`config.mk`:
```
export PLATFORM = sky130hd
export DESIGN_NAME = sar_link_emu
export DESIGN_NICKNAME = d
export VERILOG_FILES = /design/src/rtl/sar_link_pkg.sv /design/src/rtl/sync_edge.sv /design/src/rtl/frame_fsm.sv /design/src/rtl/shift_out.sv /design/src/rtl/sar_link_emu.sv
export SDC_FILE = /design/constraint.sdc
export NUM_CORES = 1
export LEC_CHECK = 0
export ABC_CLOCK_PERIOD_IN_PS = 3900
export CAP_MARGIN = 20
export CORE_MARGIN = 5
export CORE_UTILIZATION = 50
export CTS_CLUSTER_SIZE = 20
export DETAILED_ROUTE_END_ITERATION = 8
export PLACE_DENSITY = 0.74
export SKIP_LAST_GASP = 1
export SYNTH_ARGS = -nofsm -noshare
export SYNTH_HDL_FRONTEND = slang
export SYNTH_SLANG_ARGS = --single-unit
```
`constraint.sdc`:
```
create_clock -name clk -period 3.9 [get_ports clk]
set_clock_uncertainty 0.1 [all_clocks]
set_input_delay 0.975 -clock clk [delete_from_list [all_inputs] [get_ports clk]]
set_output_delay 0.975 -clock clk [all_outputs]
set_load 0.01 [all_outputs]
```
`src/rtl/sar_link_pkg.sv`:
```
package sar_link_pkg;
    typedef enum logic [2:0] {
        S_IDLE,
        S_WAIT,
        S_LEAD,
        S_DATA,
        S_TAIL
    } frame_state_t;
endpackage

```
`src/rtl/sync_edge.sv`:
```
module sync_edge #(
    parameter int N       = 2,
    parameter int STAGES  = 2,
    parameter logic [N-1:0] RST_VAL = '0
) (
    input  logic         clk,
    input  logic         rst_n,
    input  logic [N-1:0] d_async,
    output logic [N-1:0] q,
    output logic [N-1:0] rise,
    output logic [N-1:0] fall
);
    for (genvar i = 0; i < N; i++) begin : g_line
        logic [STAGES-1:0] chain;
        logic              last;
        always_ff @(posedge clk or negedge rst_n) begin
            if (!rst_n) begin
                chain <= {STAGES{RST_VAL[i]}};
                last  <= RST_VAL[i];
            end else begin
                chain <= {chain[STAGES-2:0], d_async[i]};
                last  <= chain[STAGES-1];
            end
        end
        assign q[i]    = chain[STAGES-1];
        assign rise[i] = chain[STAGES-1] & ~last;
        assign fall[i] = ~chain[STAGES-1] & last;
    end
endmodule

```
`src/rtl/frame_fsm.sv`:
```
module frame_fsm
    import sar_link_pkg::*;
#(
    parameter int WIDTH     = 16,
    parameter int LEAD_EDGE = 5
) (
    input  logic clk,
    input  logic rst_n,
    input  logic sel_hi,
    input  logic sel_fall,
    input  logic sel_rise,
    input  logic sclk_fall,
    output logic load,
    output logic shift,
    output logic drive,
    output logic data_phase,
    output logic busy
);
    localparam int CW = $clog2(LEAD_EDGE + 1);
    localparam int BW = $clog2(WIDTH);
    localparam logic [CW-1:0] LAST_WAIT = CW'(LEAD_EDGE - 1);
    localparam logic [BW-1:0] TOP_BIT   = BW'(WIDTH - 1);

    frame_state_t state, state_nx;
    logic [CW-1:0] fall_cnt;
    logic [BW-1:0] bit_idx;

    // next-state logic
    always_comb begin
        state_nx = state;
        unique case (state)
            S_IDLE: if (sel_fall) state_nx = S_WAIT;
            S_WAIT: if (sel_hi) state_nx = S_IDLE;
                    else if (sclk_fall && fall_cnt == LAST_WAIT) state_nx = S_LEAD;
            S_LEAD: if (sel_hi) state_nx = S_IDLE;
                    else if (sclk_fall) state_nx = S_DATA;
            S_DATA: if (sel_hi) state_nx = S_IDLE;
                    else if (sclk_fall && bit_idx == '0) state_nx = S_TAIL;
            S_TAIL: if (sel_hi) state_nx = S_IDLE;
            default: state_nx = S_IDLE;
        endcase
    end

    // state register
    always_ff @(posedge clk or negedge rst_n) begin
        if (!rst_n) state <= S_IDLE;
        else        state <= state_nx;
    end

    // fall counter for the lead-in and bit index for the data phase
    always_ff @(posedge clk or negedge rst_n) begin
        if (!rst_n) begin
            fall_cnt <= '0;
            bit_idx  <= TOP_BIT;
        end else if (state_nx == S_IDLE) begin
            fall_cnt <= '0;
            bit_idx  <= TOP_BIT;
        end else if (state == S_WAIT && sclk_fall) begin
            fall_cnt <= fall_cnt + 1'b1;
        end else if (state == S_DATA && sclk_fall && bit_idx != '0) begin
            bit_idx <= bit_idx - 1'b1;
        end
    end

    // outputs
    always_comb begin
        load       = (state == S_IDLE) && sel_fall;
        shift      = (state == S_DATA) && sclk_fall && !sel_hi && (bit_idx != '0);
        drive      = 1'b0;
        data_phase = 1'b0;
        busy       = 1'b0;
        unique case (state)
            S_IDLE: ;
            S_WAIT: busy = 1'b1;
            S_LEAD: begin drive = 1'b1; busy = 1'b1; end
            S_DATA: begin drive = 1'b1; busy = 1'b1; data_phase = 1'b1; end
            S_TAIL: drive = 1'b1;
            default: ;
        endcase
    end

    // a deselected link leaves the driver off on the following cycle
    a_r2_off_when_deselected: assert property (@(posedge clk) disable iff (!rst_n)
        sel_hi |=> !drive);
    // a select rise always lands in idle
    a_r9_abort_to_idle: assert property (@(posedge clk) disable iff (!rst_n)
        sel_rise |=> (state == S_IDLE));
    // the lead state is only reached from the wait state on a clock fall
    a_r4_lead_entry: assert property (@(posedge clk) disable iff (!rst_n)
        (state == S_LEAD && $past(state) != S_LEAD) |-> $past(sclk_fall) && $past(state) == S_WAIT);
endmodule

```
`src/rtl/shift_out.sv`:
```
module shift_out #(
    parameter int WIDTH = 16
) (
    input  logic             clk,
    input  logic             rst_n,
    input  logic             load,
    input  logic             shift,
    input  logic [WIDTH-1:0] din,
    output logic             msb
);
    logic [WIDTH-1:0] sreg;

    always_ff @(posedge clk or negedge rst_n) begin
        if (!rst_n)     sreg <= '0;
        else if (load)  sreg <= din;
        else if (shift) sreg <= {sreg[WIDTH-2:0], 1'b0};
    end
    assign msb = sreg[WIDTH-1];

    // the word present at the load pulse is what the register holds
    a_r3_capture: assert property (@(posedge clk) disable iff (!rst_n)
        load |=> sreg == $past(din));
    // each shift advances the word by exactly one place toward the MSB
    a_r6_one_place: assert property (@(posedge clk) disable iff (!rst_n)
        (shift && !load) |=> sreg == {$past(sreg[WIDTH-2:0]), 1'b0});
endmodule

```
`src/rtl/sar_link_emu.sv`:
```
module sar_link_emu #(
    parameter int WIDTH     = 16,
    parameter int LEAD_EDGE = 5,
    parameter int STAGES    = 2
) (
    input  logic             clk,
    input  logic             rst_n,
    input  logic             sel_n,
    input  logic             sclk,
    input  logic [WIDTH-1:0] sample_in,
    output logic             sdo,
    output logic             sdo_oe,
    output logic             busy
);
    logic [1:0] s_q, s_rise, s_fall;
    logic load, shift, drive, data_phase, msb;

    // bit 1 = select (idles high), bit 0 = serial clock
    sync_edge #(.N(2), .STAGES(STAGES), .RST_VAL(2'b11)) u_sync (
        .clk     (clk),
        .rst_n   (rst_n),
        .d_async ({sel_n, sclk}),
        .q       (s_q),
        .rise    (s_rise),
        .fall    (s_fall)
    );

    frame_fsm #(.WIDTH(WIDTH), .LEAD_EDGE(LEAD_EDGE)) u_fsm (
        .clk        (clk),
        .rst_n      (rst_n),
        .sel_hi     (s_q[1]),
        .sel_fall   (s_fall[1]),
        .sel_rise   (s_rise[1]),
        .sclk_fall  (s_fall[0]),
        .load       (load),
        .shift      (shift),
        .drive      (drive),
        .data_phase (data_phase),
        .busy       (busy)
    );

    shift_out #(.WIDTH(WIDTH)) u_shift (
        .clk   (clk),
        .rst_n (rst_n),
        .load  (load),
        .shift (shift),
        .din   (sample_in),
        .msb   (msb)
    );

    assign sdo_oe = drive;
    assign sdo    = data_phase & msb;

    // the driver always switches on at a low level
    a_r5_enable_low: assert property (@(posedge clk) disable iff (!rst_n)
        $rose(sdo_oe) |-> !sdo);
    // busy drops into the low tail unless the frame was aborted
    a_r8_tail_after_busy: assert property (@(posedge clk) disable iff (!rst_n)
        ($fell(busy) && !s_q[1]) |-> (sdo_oe && !sdo));
endmodule

```
[After elaboration in Yosys (flattened, before gate mapping)]
Index checks and enable logic that the tools add are counted.
Operators by class
  add/sub/neg operators: 2
  equal/unequal tests: 6
  multiplexer cells: 19
  bitwise operators: 5
  reduce and logical (&&, ||, !) cells: 19
Operators by type and width (count)
  16-bit 2-to-1 mux: 2
  3-bit 2-to-1 mux: 10
  3-bit case mux with 5 select lines: 1
  4-bit 2-to-1 mux: 3
  1-bit logical AND: 8
  3-bit by 2-bit == test with 1-bit output, second input constant: 2
  3-bit == test, second input constant: 2
  3-bit logical NOT: 2
  2-bit nonzero test: 3
  3-bit OR reduction: 2
  4-bit logical NOT: 1
  4-bit nonzero test: 1
  4-bit by 1-bit subtractor with 4-bit output, second input constant: 1
  3-bit by 1-bit adder with 3-bit output, second input constant: 1
  1-bit bitwise AND: 3
  3-bit by 1-bit == test with 1-bit output, second input constant: 1
  1-bit 2-to-1 mux: 3
  2-bit by 1-bit != test with 1-bit output, second input constant: 1
  1-bit inverter: 2
  2-bit AND reduction: 1
  1-bit logical NOT: 1
Storage, ports and cells
  flip-flop bits (word level): 32
  bits of input ports: 20
  output and inout port bits: 3
  word-level logic and storage cells: 59

[Longest topological paths before layout]
Gate-level depths: netlist (run 1).
  depth in word-level cells: 9
  mapped depth: 7
  depth with buffers taken out: 6

[By module]
A second synthesis (run 1) with hierarchy kept.
Unflattened totals
  cell total of the unflattened synthesis: 149
  area total of the unflattened synthesis: 1585.3 µm²
By module, submodules not included
  shift_out: instances 1, cells each 69, area each 742.0 µm², sequential area each 400.4 µm²
  frame_fsm: instances 1, cells each 67, area each 629.4 µm², sequential area each 255.2 µm²
  sync_edge: instances 1, cells each 12, area each 207.7 µm², sequential area each 157.7 µm²
  sar_link_emu: instances 1, cells each 1, area each 6.3 µm², sequential area each 0.0 µm²

[Worst setup path before layout (run 1)]
No wires, ideal clock.
  path type: flip-flop to output port
  start: reg u_fsm.state[1]
  end: out sdo_oe
  arrival: 1.110 ns
  required time: 2.825 ns
  setup slack: 1.715 ns
  stages on the path, launching flop included: 4
  path buffers: 1
  path through: dfrtp_1 > buf_2 > or3b_1 > o21ai_0
On the way
  longest elaborated chain between the ends: 3
  elaborated cells between the ends (all ways): 5
  those cells by class: 3 x eq/ne; 1 x mux; 1 x reduce/logical
Ends and longest elaborated chain
  start, declared: line frame_fsm.sv:24  | frame_state_t state, state_nx;
  start signal, assigned: line frame_fsm.sv:47  | else state <= state_nx;
  3-bit == test / 3-bit by 2-bit == test with 1-bit output (equally long branches): line frame_fsm.sv:72  | unique case (state)
  3-bit OR reduction (no source line) (*)
  1-bit 2-to-1 mux (*): line frame_fsm.sv:72
  end, declared: line sar_link_emu.sv:12  | output logic sdo_oe,
Every way passes the cells marked *; elsewhere a longest branch is shown, timed or not.

[Final worst setup path (run 1)]
Ends and elaborated chain as after synthesis.

==> results of run 1 <==
## per-layer routing
layer / track usage, % / vias to the layer above / wire length [um]
met5: 0 / - / 0
met4: 5.33 / 0 / 53
met3: 5.95 / 7 / 141
met2: 25.0 / 24 / 1440
met1: 18.8 / 537 / 1260
li1: - / 542 / -
## final cells by class
cell class	count	area (um^2)	area share, %
multi-input cells	91	673	35.9
repair buffers	24	235	12.5
flip-flops and latches	32	813	43.4
clock buffers	8	68.8	3.67
well taps	44	55.1	2.94
inverters	8	30.0	1.60
## registers in the layout, indices dropped and copies added (netlist names)
name	cells
u_sync.g_line.last	2
u_fsm.bit_idx	4
u_fsm.state	3
u_shift.sreg	16
u_sync.g_line.chain	4
u_fsm.fall_cnt	3
## per-stage QoR
stage	instances	total power, uW	worst slack [ps]	util, %
after floorplan	137	429	1710	-
after global placement	199	462	1260	59.7
after detailed placement	199	467	1200	59.7
after CTS	207	681	834	61.9
after global routing	207	709	765	61.9
final	207	672	846	61.9
## worst max-delay path: stages (launching register included)
cell and delay (ps):
dfrtp_1 530, or3b_1 460, o21ai_0 100, clkdlybuf4s50_1 560
## report_power, final
group	switching, uW	total (uW)	internal, uW
Sequential	19.7	385	366
Clock	107	213	106
Combinational	30.9	74.5	43.5
## cells in the final DEF, fill, tap and decap left out, drive strengths merged, types with 2 or more instances in the layout
master,instances
nor2b,2
nand3,4
a21o,13
a21boi,2
dfstp,10
nand2b,4
o311ai,2
clkdlybuf4s50,22
o21ai,4
ha,4
nor4,2
dfrtp,22
xnor2,3
nand2,9
clkbuf,8
inv,8
a22o,13
buf,2
nor2,10
nor3,5
a21oi,2
## path summary, 6_finish.rpt
| kind | startpoint | end | slack (ps) | cells after the start |
|---|---|---|---|---|
| setup / recovery | u_fsm.state[1] | sdo_oe | 850 | 3 |
| hold / removal | u_sync.g_line[0].chain[0] | u_sync.g_line[0].chain[1] | 260 | 0 |
| setup reg to reg | u_fsm.bit_idx[0] | u_shift.sreg[1] | 1780 | 7 |
| hold reg to reg | u_sync.g_line[0].chain[0] | u_sync.g_line[0].chain[1] | 260 | 0 |
| max in group asynchronous | rst_n | u_sync.g_line[0].chain[1] | 2440 | 2 |
| min in group asynchronous | rst_n | u_shift.sreg[3] | 930 | 2 |
## cells by family (layout without fill, tap and decap cells)
| kind of cell | after synthesis | in the layout | share of synthesized area [%] |
|---|---|---|---|
| xor+xnor | 3 | 3 | 1.68 |
| flops | 32 | 32 | 52.0 |
| simple gates | 43 | 43 | 17.3 |
| fa+ha+maj | 4 | 4 | 3.20 |
| buf+inv | 14 | 40 | 5.04 |
| mux | 1 | 1 | 0.640 |
| compound gates | 40 | 40 | 20.2 |
==> summary.md, run 1 <==
| Metric | Value |
|---|---|
| Layout Nets | `186` |
| Cell Area, Placed | `approximately 1800 um^2` |
| Post-route design area | `1880 um^2` |
| P_leak | `0.000901 uW` |
| DRC | `0` |
| Clock slew at reported path FFs | `90 ps` |
| Crit path capture type | `primary output` |
| Share of layout cells above drive strength 1 | `17.2%` |
| Via count | `about 1100` |
| Sink Count | `32` |
| Worst-Margin Slew | `between 700 and 800 ps` |
| Die X | `66.0 um` |
| Final slew viol count | `0` |
| Yosys reg bits | `32` |
| Critical path class | `reg2out` |
| Fillers | `255` |
| CTS H-tree lvls | `2` |
| Top FF cell, synth | `dfrtp_1` |
| Max Cap Viol | `0` |
| Routed vias/inst | `5.36` |
| Ys async rst share | `100%` |
| Root buffer cell | `clkbuf_4` |
| Synth Net Count | `161` |
| Post-Route WL | `between 2000 and 3000 um` |
| Crit path launch type | `register` |
| Detailed placement HPWL | `2160 um` |
| Hold Buf Count CTS | `0` |
| Antenna Nets Post-Route | `0` |
| DRT Pass-1 Iters | `4` |
| Wire per inst | `14.0 um` |
| Post-synth EDFFs | `0` |
| Number of global-route vias before repair | `1164` |
| Library cells used by synthesis | `37` |
| P per Cell Area | `359 nW/um^2` |
| Largest net degree at the start of global routing | `33` |
| Antenna cells | `0` |
| Worst vdd ir | `0.000240 V` |
| Max Fclk | `approximately 330 MHz` |
| Initial antenna violation count | `0` |
| Hold_ws | `260 ps` |
| Synth area leaders | `dfrtp_1 (35%), dfstp_2 (17%), a21o_1 (6.2%)` |
| Total core area | `about 3000 um^2` |
| Count of cells resized by post-cts repair | `0` |
| Total GRT Usage | `15.5%` |
| CP max FO | `12` |
| First-pass GRT wire length | `5120 um` |
| Setup-failing EPs final | `0` |
| CTS tree | `done` |
| Area leader, netlist | `dfrtp_1` |
| RD Place Congestion | `about 0.79` |
| Final Cycle Share | `roughly 80%` |
| Status | `finished, final reports clean` |
| Port Buffer Count | `22` |
| Die Span Y | `~66 um` |
| Endpoints failing hold | `0` |
| Most frequent cell after synthesis | `dfrtp_1` |
| Worst EP arrival | `1980 ps` |
| Rel. slew slack | `50.2%` |
| Share of the synthesized area in the top cell type | `about a third` |
| Die ar. | `~4300 um^2` |
| Clk buf depth | `2` |
| CTS buffer count | `5` |
| Ports | `23` |
| Area delta synth->final | `19.8%` |
| Post-Syn Area per Cell | `11.4 um^2` |
| Initial Utilization | `51.7%` |
| Post-CTS setup buffers | `0` |
| Register area share after synthesis | `52.0%` |
| Post-route setup TNS | `0 ps` |
| Crit path required time | `about 2800 ps` |
| Synth cell count leaders | `dfrtp_1 (22), a21o_1 (13), a22o_1 (10), dfstp_2 (10)` |
| Min Tclk post-route | `3050 ps` |
| Iteration-0 DRC Markers | `48` |
| Grt ovf | `0` |
| Synthesized instance count | `137` |
| Syn. warnings | `0` |
| Clk Latency, worst-skew pair | `between 300 and 400 ps` |
| Worst min-delay path category | `reg2reg` |
| Cell row count | `20` |
| Unrepaired setup endpoints after global routing | `false` |
| Synthesized area | `1570 um^2` |
Power figures use the tool's default switching activity.
==> run 2: changes to the inputs <==
--- a/config.mk
+++ b/config.mk
@@ -5,13 +5,13 @@
 export SDC_FILE = /design/constraint.sdc
 export NUM_CORES = 1
 export LEC_CHECK = 0
-export ABC_CLOCK_PERIOD_IN_PS = 3900
+export ABC_CLOCK_PERIOD_IN_PS = 2570
 export CAP_MARGIN = 20
 export CORE_MARGIN = 5
-export CORE_UTILIZATION = 50
+export CORE_UTILIZATION = 48
 export CTS_CLUSTER_SIZE = 20
 export DETAILED_ROUTE_END_ITERATION = 8
-export PLACE_DENSITY = 0.74
+export PLACE_DENSITY = 0.75
 export SKIP_LAST_GASP = 1
 export SYNTH_ARGS = -nofsm -noshare
 export SYNTH_HDL_FRONTEND = slang
==> constraint.sdc (replaced) <==
create_clock -name clk -period 2.57 [get_ports clk]
set_clock_uncertainty 0.1 [all_clocks]
set_input_delay 0.6425 -clock clk [delete_from_list [all_inputs] [get_ports clk]]
set_output_delay 0.6425 -clock clk [all_outputs]
set_load 0.01 [all_outputs]
==> run 2 against run 1 <==
Register-to-register slack worse by 1300 ps. Clock power is 99% higher. Sequential cell count unchanged. Design area grew 3.2%. Critical path depth grew 1. First-iteration DRC count fell by 8.3%. Critical endpoint is now sdo. Via count is 2.5% higher. Largest power group unchanged.
==> summary.md, run 2 (synthesized netlist as in run 1, its figures left out) <==
| Metric | Value |
|---|---|
| Reg2Reg Depth | `7 (unchanged)` |
| FF+latch area | `815 um^2 (+0.15%)` |
| P per Cell Area | `581 nW/um^2 (+62%)` |
| Fillers | `274 (+7.5%)` |
| Final Cycle Share | `96.3%` |
| CTS buffer count | `5 (unchanged)` |
| CTS H-tree lvls | `2 (unchanged)` |
| Total GRT Usage | `15.7% (+0.23 points)` |
| CP top delay family | `buffers and inverters` |
| Worst path bufs/invs | `2 (+1)` |
| Clk Latency, worst-skew pair | `320 ps (about the same)` |
| Reg2reg setup slack | `480 ps (-1300 ps)` |
| Reg2reg end | `u_shift.sreg[0]` |
| Detailed placement HPWL | `2210 um (+2.4%)` |
| Max Fclk | `404 MHz` |
| Worst-Margin Slew | `529 ps (-218 ps)` |
| Filler-free cell count of the finished design | `211 (+1.9%)` |
| Cell row count | `20 (unchanged)` |
| Crit path max-delay cell type | `clkdlybuf4s50_1` |
| Worst EP arrival | `1730 ps (-250 ps)` |
| P_leak | `0.000952 uW (+5.7%)` |
| Min Tclk post-route | `2480 ps` |
| Crit path launch type | `register` |
| Reg-to-reg startpoint | `u_fsm.bit_idx[0]` |
| Sink Count | `32 (unchanged)` |
| Critical path, cell by cell | `buf_4 -> nand3b_4 -> nor2_1 -> clkdlybuf4s50_1` |
| Unrepaired setup endpoints after global routing | `false` |
| Ports | `23 (unchanged)` |
| Most frequent cells in the layout | `clkdlybuf4s50_1 (21), dfrtp_1 (21), a21o_1 (13)` |
| Post-Route WL | `2950 um (+2.0%)` |
| Worst min-delay path category | `reg2reg` |
| Top flop regs | `u_shift.sreg x16, u_fsm.bit_idx x4, u_sync.g_line.chain x4` |
| Largest net degree at the start of global routing | `33 (unchanged)` |
| Min-Delay Endpoint | `u_sync.g_line[1].chain[1]` |
| Layout Nets | `190 (+2.2%)` |
| Via count | `1138 (+2.5%)` |
| Die ar. | `4500 um^2 (+3.5%)` |
| CP max FO | `8 (-4)` |
| Final slew viol count | `0 (unchanged)` |
| Wire per inst | `14.0 um (about the same)` |
| Initial Utilization | `50.4% (-1.3 points)` |
| Die X | `67.1 um (+1.8%)` |
| Routed vias/inst | `5.39 (+0.58%)` |
| CTS tree | `done` |
| Post-route setup TNS | `0 ps (unchanged)` |
| Max stage delay on crit path | `540 ps (-20 ps)` |
| Endpoints failing hold | `0 (unchanged)` |
| Root buffer cell | `clkbuf_4` |
| Initial antenna violation count | `0 (unchanged)` |
| Critical path class | `reg2out` |
| Crit path required time | `1830 ps (-990 ps)` |
| Placed insts | `202 (+1.5%)` |
| Core Util, Final | `62.4% (+0.44 points)` |
| Setup-failing EPs final | `0 (unchanged)` |
| Total core area | `3100 um^2 (+2.5%)` |
| RD Place Congestion | `0.805 (+1.2%)` |
| Iteration-0 DRC Markers | `44 (-8.3%)` |
| Port Buffer Count | `22 (unchanged)` |
| First-pass GRT wire length | `5280 um (+3.1%)` |
| Share of layout cells above drive strength 1 | `20.4% (+3.2 points)` |
| Clk buf depth | `2 (unchanged)` |
| Die Span Y | `67.1 um (+1.8%)` |
| Clock slew at reported path FFs | `100 ps (about the same)` |
| DRC | `0 (unchanged)` |
| Grt ovf | `0 (unchanged)` |
| Hold_ws | `251 ps (-8.98 ps)` |
| Antenna Nets Post-Route | `0 (unchanged)` |
| Crit path capture type | `primary output` |
| Reg with most FFs | `u_shift.sreg` |
| Number of global-route vias before repair | `1187 (+2.0%)` |
| Hold path start | `u_sync.g_line[1].chain[0]` |
| Largest register FFs | `16 (unchanged)` |
| Max Cap Viol | `0 (unchanged)` |
| Area delta synth->final | `23.7%` |
| DRT Pass-1 Iters | `4 (unchanged)` |
| Antenna cells | `0 (unchanged)` |
| Multi-input gate area | `673 um^2 (unchanged)` |
| Status | `finished, final reports clean` |
| Rel. slew slack | `64.7% (+14 points)` |
| Hold Buf Count CTS | `0 (unchanged)` |
| Hold Crit Depth | `0 (unchanged)` |
| Worst vdd ir | `0.000497 V (+110%)` |
-- run 2: power breakdown --
part	leakage, uW	internal (uW)	switching [uW]
logic	0.000516	68.4	50.3
registers	0.000385	555	27.4
clock network	0.0000515	258	165
-- run 2: worst max path at each step --
stage	startpoint	end	slack (ps)	cells after the start
after floorplan	u_fsm.bit_idx[0]	u_shift.sreg[12]	570	7
after global placement	u_fsm.state[2]	sdo_oe	340	3
after detailed placement	u_fsm.state[2]	sdo_oe	300	3
after CTS	u_fsm.state[0]	sdo_oe	20	3
after global routing	u_fsm.state[2]	sdo	10	4
final	u_fsm.state[2]	sdo	90	4
-- run 2: worst reg2reg max path, delay by kind of cell (launching register included) --
kind                       cells  cell delay [ps]
AOI/OAI and AO/OA              1               70
buffers and inverters          2              340
and+or+nand+nor                3              720
adders and majority gates      1              200
DFF                            1              540
-- run 2: cell type report --
class	count	area share, %
clock inverter	1	1.55
sequential	32	42.1
timing repair buffer	28	13.8
inverter	8	1.55
clock buffer	7	3.36
multi-input combinational	91	34.8
tap	44	2.84
-- run 2: stage by stage --
stage               total power [uW]  area (um^2)  setup slack [ps]
detailed placement               712         1830               295
finish                          1120         1940              93.8
global placement                 704         1830               337
CTS                             1140         1930              19.9
floorplan                        651         1570               566
global route                    1190         1940              12.0
-- run 2: timing repair --
action | 4_1_cts | 5_1_grt
setup buffers | 1 | 0
gates resized for setup | 1 | 1
endpoints found under the setup margin | 1 | 1
-- run 2: routing by layer --
layer | global-route usage (%) | vias to the layer above | part of all wire [%]
met4 | 5.57 | 0 | 1.4
met3 | 5.40 | 6 | 4.7
met5 | 0 | - | 0
met1 | 18.8 | 561 | 45
met2 | 26.0 | 26 | 49
li1 | - | 545 | -
==> run 3: changes to the inputs <==
--- a/config.mk
+++ b/config.mk
@@ -12,6 +12,7 @@
 export CTS_CLUSTER_SIZE = 20
 export DETAILED_ROUTE_END_ITERATION = 8
 export PLACE_DENSITY = 0.75
+export SKIP_CTS_REPAIR_TIMING = 1
 export SKIP_LAST_GASP = 1
 export SYNTH_ARGS = -nofsm -noshare
 export SYNTH_HDL_FRONTEND = slang
==> run 3 against run 2 <==
Combinational power is essentially flat. Routed wire length shrank 0.20%. Die area is the same. Via count shrank 0.26%. Setup slack gained 79 ps. First-iteration DRC count shrank 6.8%. Clock power is essentially flat. Critical path depth is the same. Hold slack lost 5.7 ps. Design area grew 0.39%. Critical path type unchanged.
==> summary.md, run 3 (synthesized netlist as in run 1, its figures left out) <==
| Metric | Value |
|---|---|
| Max Fclk | `417 MHz (+3.3%)` |
| CTS tree | `done` |
| Largest register FFs | `16 (unchanged)` |
| Clk Latency, worst-skew pair | `320 ps (about the same)` |
| Initial Utilization | `50.4% (unchanged)` |
| DRC | `0 (unchanged)` |
| Rel. slew slack | `64.7% (about the same)` |
| Grt ovf | `0 (unchanged)` |
| Worst vdd ir | `0.000424 V (-15%)` |
| Antenna cells | `0 (unchanged)` |
| Max Cap Viol | `0 (unchanged)` |
| Status | `finished, final reports clean` |
| Ports | `23 (unchanged)` |
| Total GRT Usage | `15.6% (-0.071 points)` |
| Crit path launch type | `register` |
| CTS H-tree lvls | `2 (unchanged)` |
| Endpoints failing hold | `0 (unchanged)` |
| Reg2reg setup slack | `480 ps (about the same)` |
| Clock slew at reported path FFs | `100 ps (about the same)` |
| Post-route design area | `1940 um^2 (+0.39%)` |
| RD Place Congestion | `0.805 (unchanged)` |
| Setup-failing EPs final | `0 (unchanged)` |
| Top flop regs | `u_shift.sreg x16, u_fsm.bit_idx x4, u_sync.g_line.chain x4` |
| P_leak | `0.000958 uW (+0.57%)` |
| Share of layout cells above drive strength 1 | `20.8% (+0.47 points)` |
| Total core area | `3100 um^2 (unchanged)` |
| Final slew viol count | `0 (unchanged)` |
| Clk buf depth | `2 (unchanged)` |
| Crit path capture type | `primary output` |
| Worst-Margin Slew | `529 ps (+0.197 ps)` |
| Sink Count | `32 (unchanged)` |
| Most frequent cells in the layout | `clkdlybuf4s50_1 (21), dfrtp_1 (21), a21o_1 (13)` |
| First-pass GRT wire length | `5260 um (-0.40%)` |
| Hold_ws | `245 ps (-5.71 ps)` |
| Min Tclk post-route | `2400 ps (-79.0 ps)` |
| Crit path required time | `1830 ps (about the same)` |
| Die X | `67.1 um (unchanged)` |
| Die Span Y | `67.1 um (unchanged)` |
| Fillers | `273 (-0.36%)` |
| Cell Area, Placed | `1830 um^2 (unchanged)` |
| Wire per inst | `13.9 um (-0.67%)` |
| Antenna Nets Post-Route | `0 (unchanged)` |
| Detailed placement HPWL | `2210 um (unchanged)` |
| Via count | `1135 (-0.26%)` |
| Root buffer cell | `clkbuf_4` |
| Unrepaired setup endpoints after global routing | `false` |
| Port Buffer Count | `22 (unchanged)` |
| Reg with most FFs | `u_shift.sreg` |
| CP max FO | `11 (+3)` |
| Post-Route WL | `2950 um (-0.20%)` |
| Layout Nets | `191 (+0.53%)` |
| Die ar. | `4500 um^2 (unchanged)` |
| CTS buffer count | `5 (unchanged)` |
| Area delta synth->final | `24.1%` |
| Largest net degree at the start of global routing | `33 (unchanged)` |
| Critical path class | `reg2out` |
| Initial antenna violation count | `0 (unchanged)` |
| Iteration-0 DRC Markers | `41 (-6.8%)` |
| Number of global-route vias before repair | `1180 (-0.59%)` |
| P per Cell Area | `579 nW/um^2 (-0.22%)` |
| DRT Pass-1 Iters | `5 (+1)` |
| Final Cycle Share | `93.3% (-3.1 points)` |
| Routed vias/inst | `5.35 (-0.73%)` |
| Worst EP arrival | `1650 ps (-80 ps)` |
| Worst min-delay path category | `reg2reg` |
| Cell row count | `20 (unchanged)` |
==> run 3: cell count changes in the layout (fill, tap and decap cells not counted), sizes merged <==
cell and delta:
buf +1
==> run 3: final cells by class <==
type | count | area, um^2 | area share [%]
sequential | 32 | 815 | 41.9
multi-input combinational | 91 | 673 | 34.6
timing repair buffer | 29 | 275 | 14.2
clock buffer | 7 | 65.1 | 3.35
tap | 44 | 55.1 | 2.83
clock inverter | 1 | 30.0 | 1.55
inverter | 8 | 30.0 | 1.55
==> run 3: final timing paths <==
path,startpoint,endpoint,cells after the start
setup / recovery,u_fsm.state[1],sdo,4
hold / removal,u_sync.g_line[1].chain[0],u_sync.g_line[1].chain[1],0
setup reg to reg,u_fsm.bit_idx[0],u_shift.sreg[0],7
hold reg to reg,u_sync.g_line[1].chain[0],u_sync.g_line[1].chain[1],0
max in group asynchronous,rst_n,u_sync.g_line[0].chain[0],2
min in group asynchronous,rst_n,u_fsm.state[1],2
==> run 3: worst max-delay path: stages, from the launching register on <==
cell and delay (ps):
dfrtp_1 380, buf_4 190, nand3b_4 110, nor2_1 110, clkdlybuf4s50_1 540
==> run 3: stage by stage <==
stage	instances	power, uW	util (%)	setup TNS, ps	setup WS [ps]
finish	212	1130	62.6	0	173
global route	212	1190	62.6	0	74.7
CTS	210	1140	62.0	-88.4	-88.4
detailed placement	202	712	59.0	0	295
global placement	202	704	59.0	0	337
floorplan	137	651	-	0	566
==> run 3: layer usage <==
layer	vias to the layer above	routed length (um)	track usage (%)	share of wire, %
li1	547	-	-	-
met1	552	1350	18.8	46
met2	28	1420	25.8	48
met3	8	126	5.40	4.3
met4	0	58	5.57	2.0
met5	-	0	0	0
==> run 3: power by group <==
group	switching (uW)	total, uW	internal, uW	leakage, uW
logic	50.3	119	68.4	0.000522
clock network	167	425	258	0.0000515
registers	27.2	582	555	0.000385
total	244	1130	881	0.000958
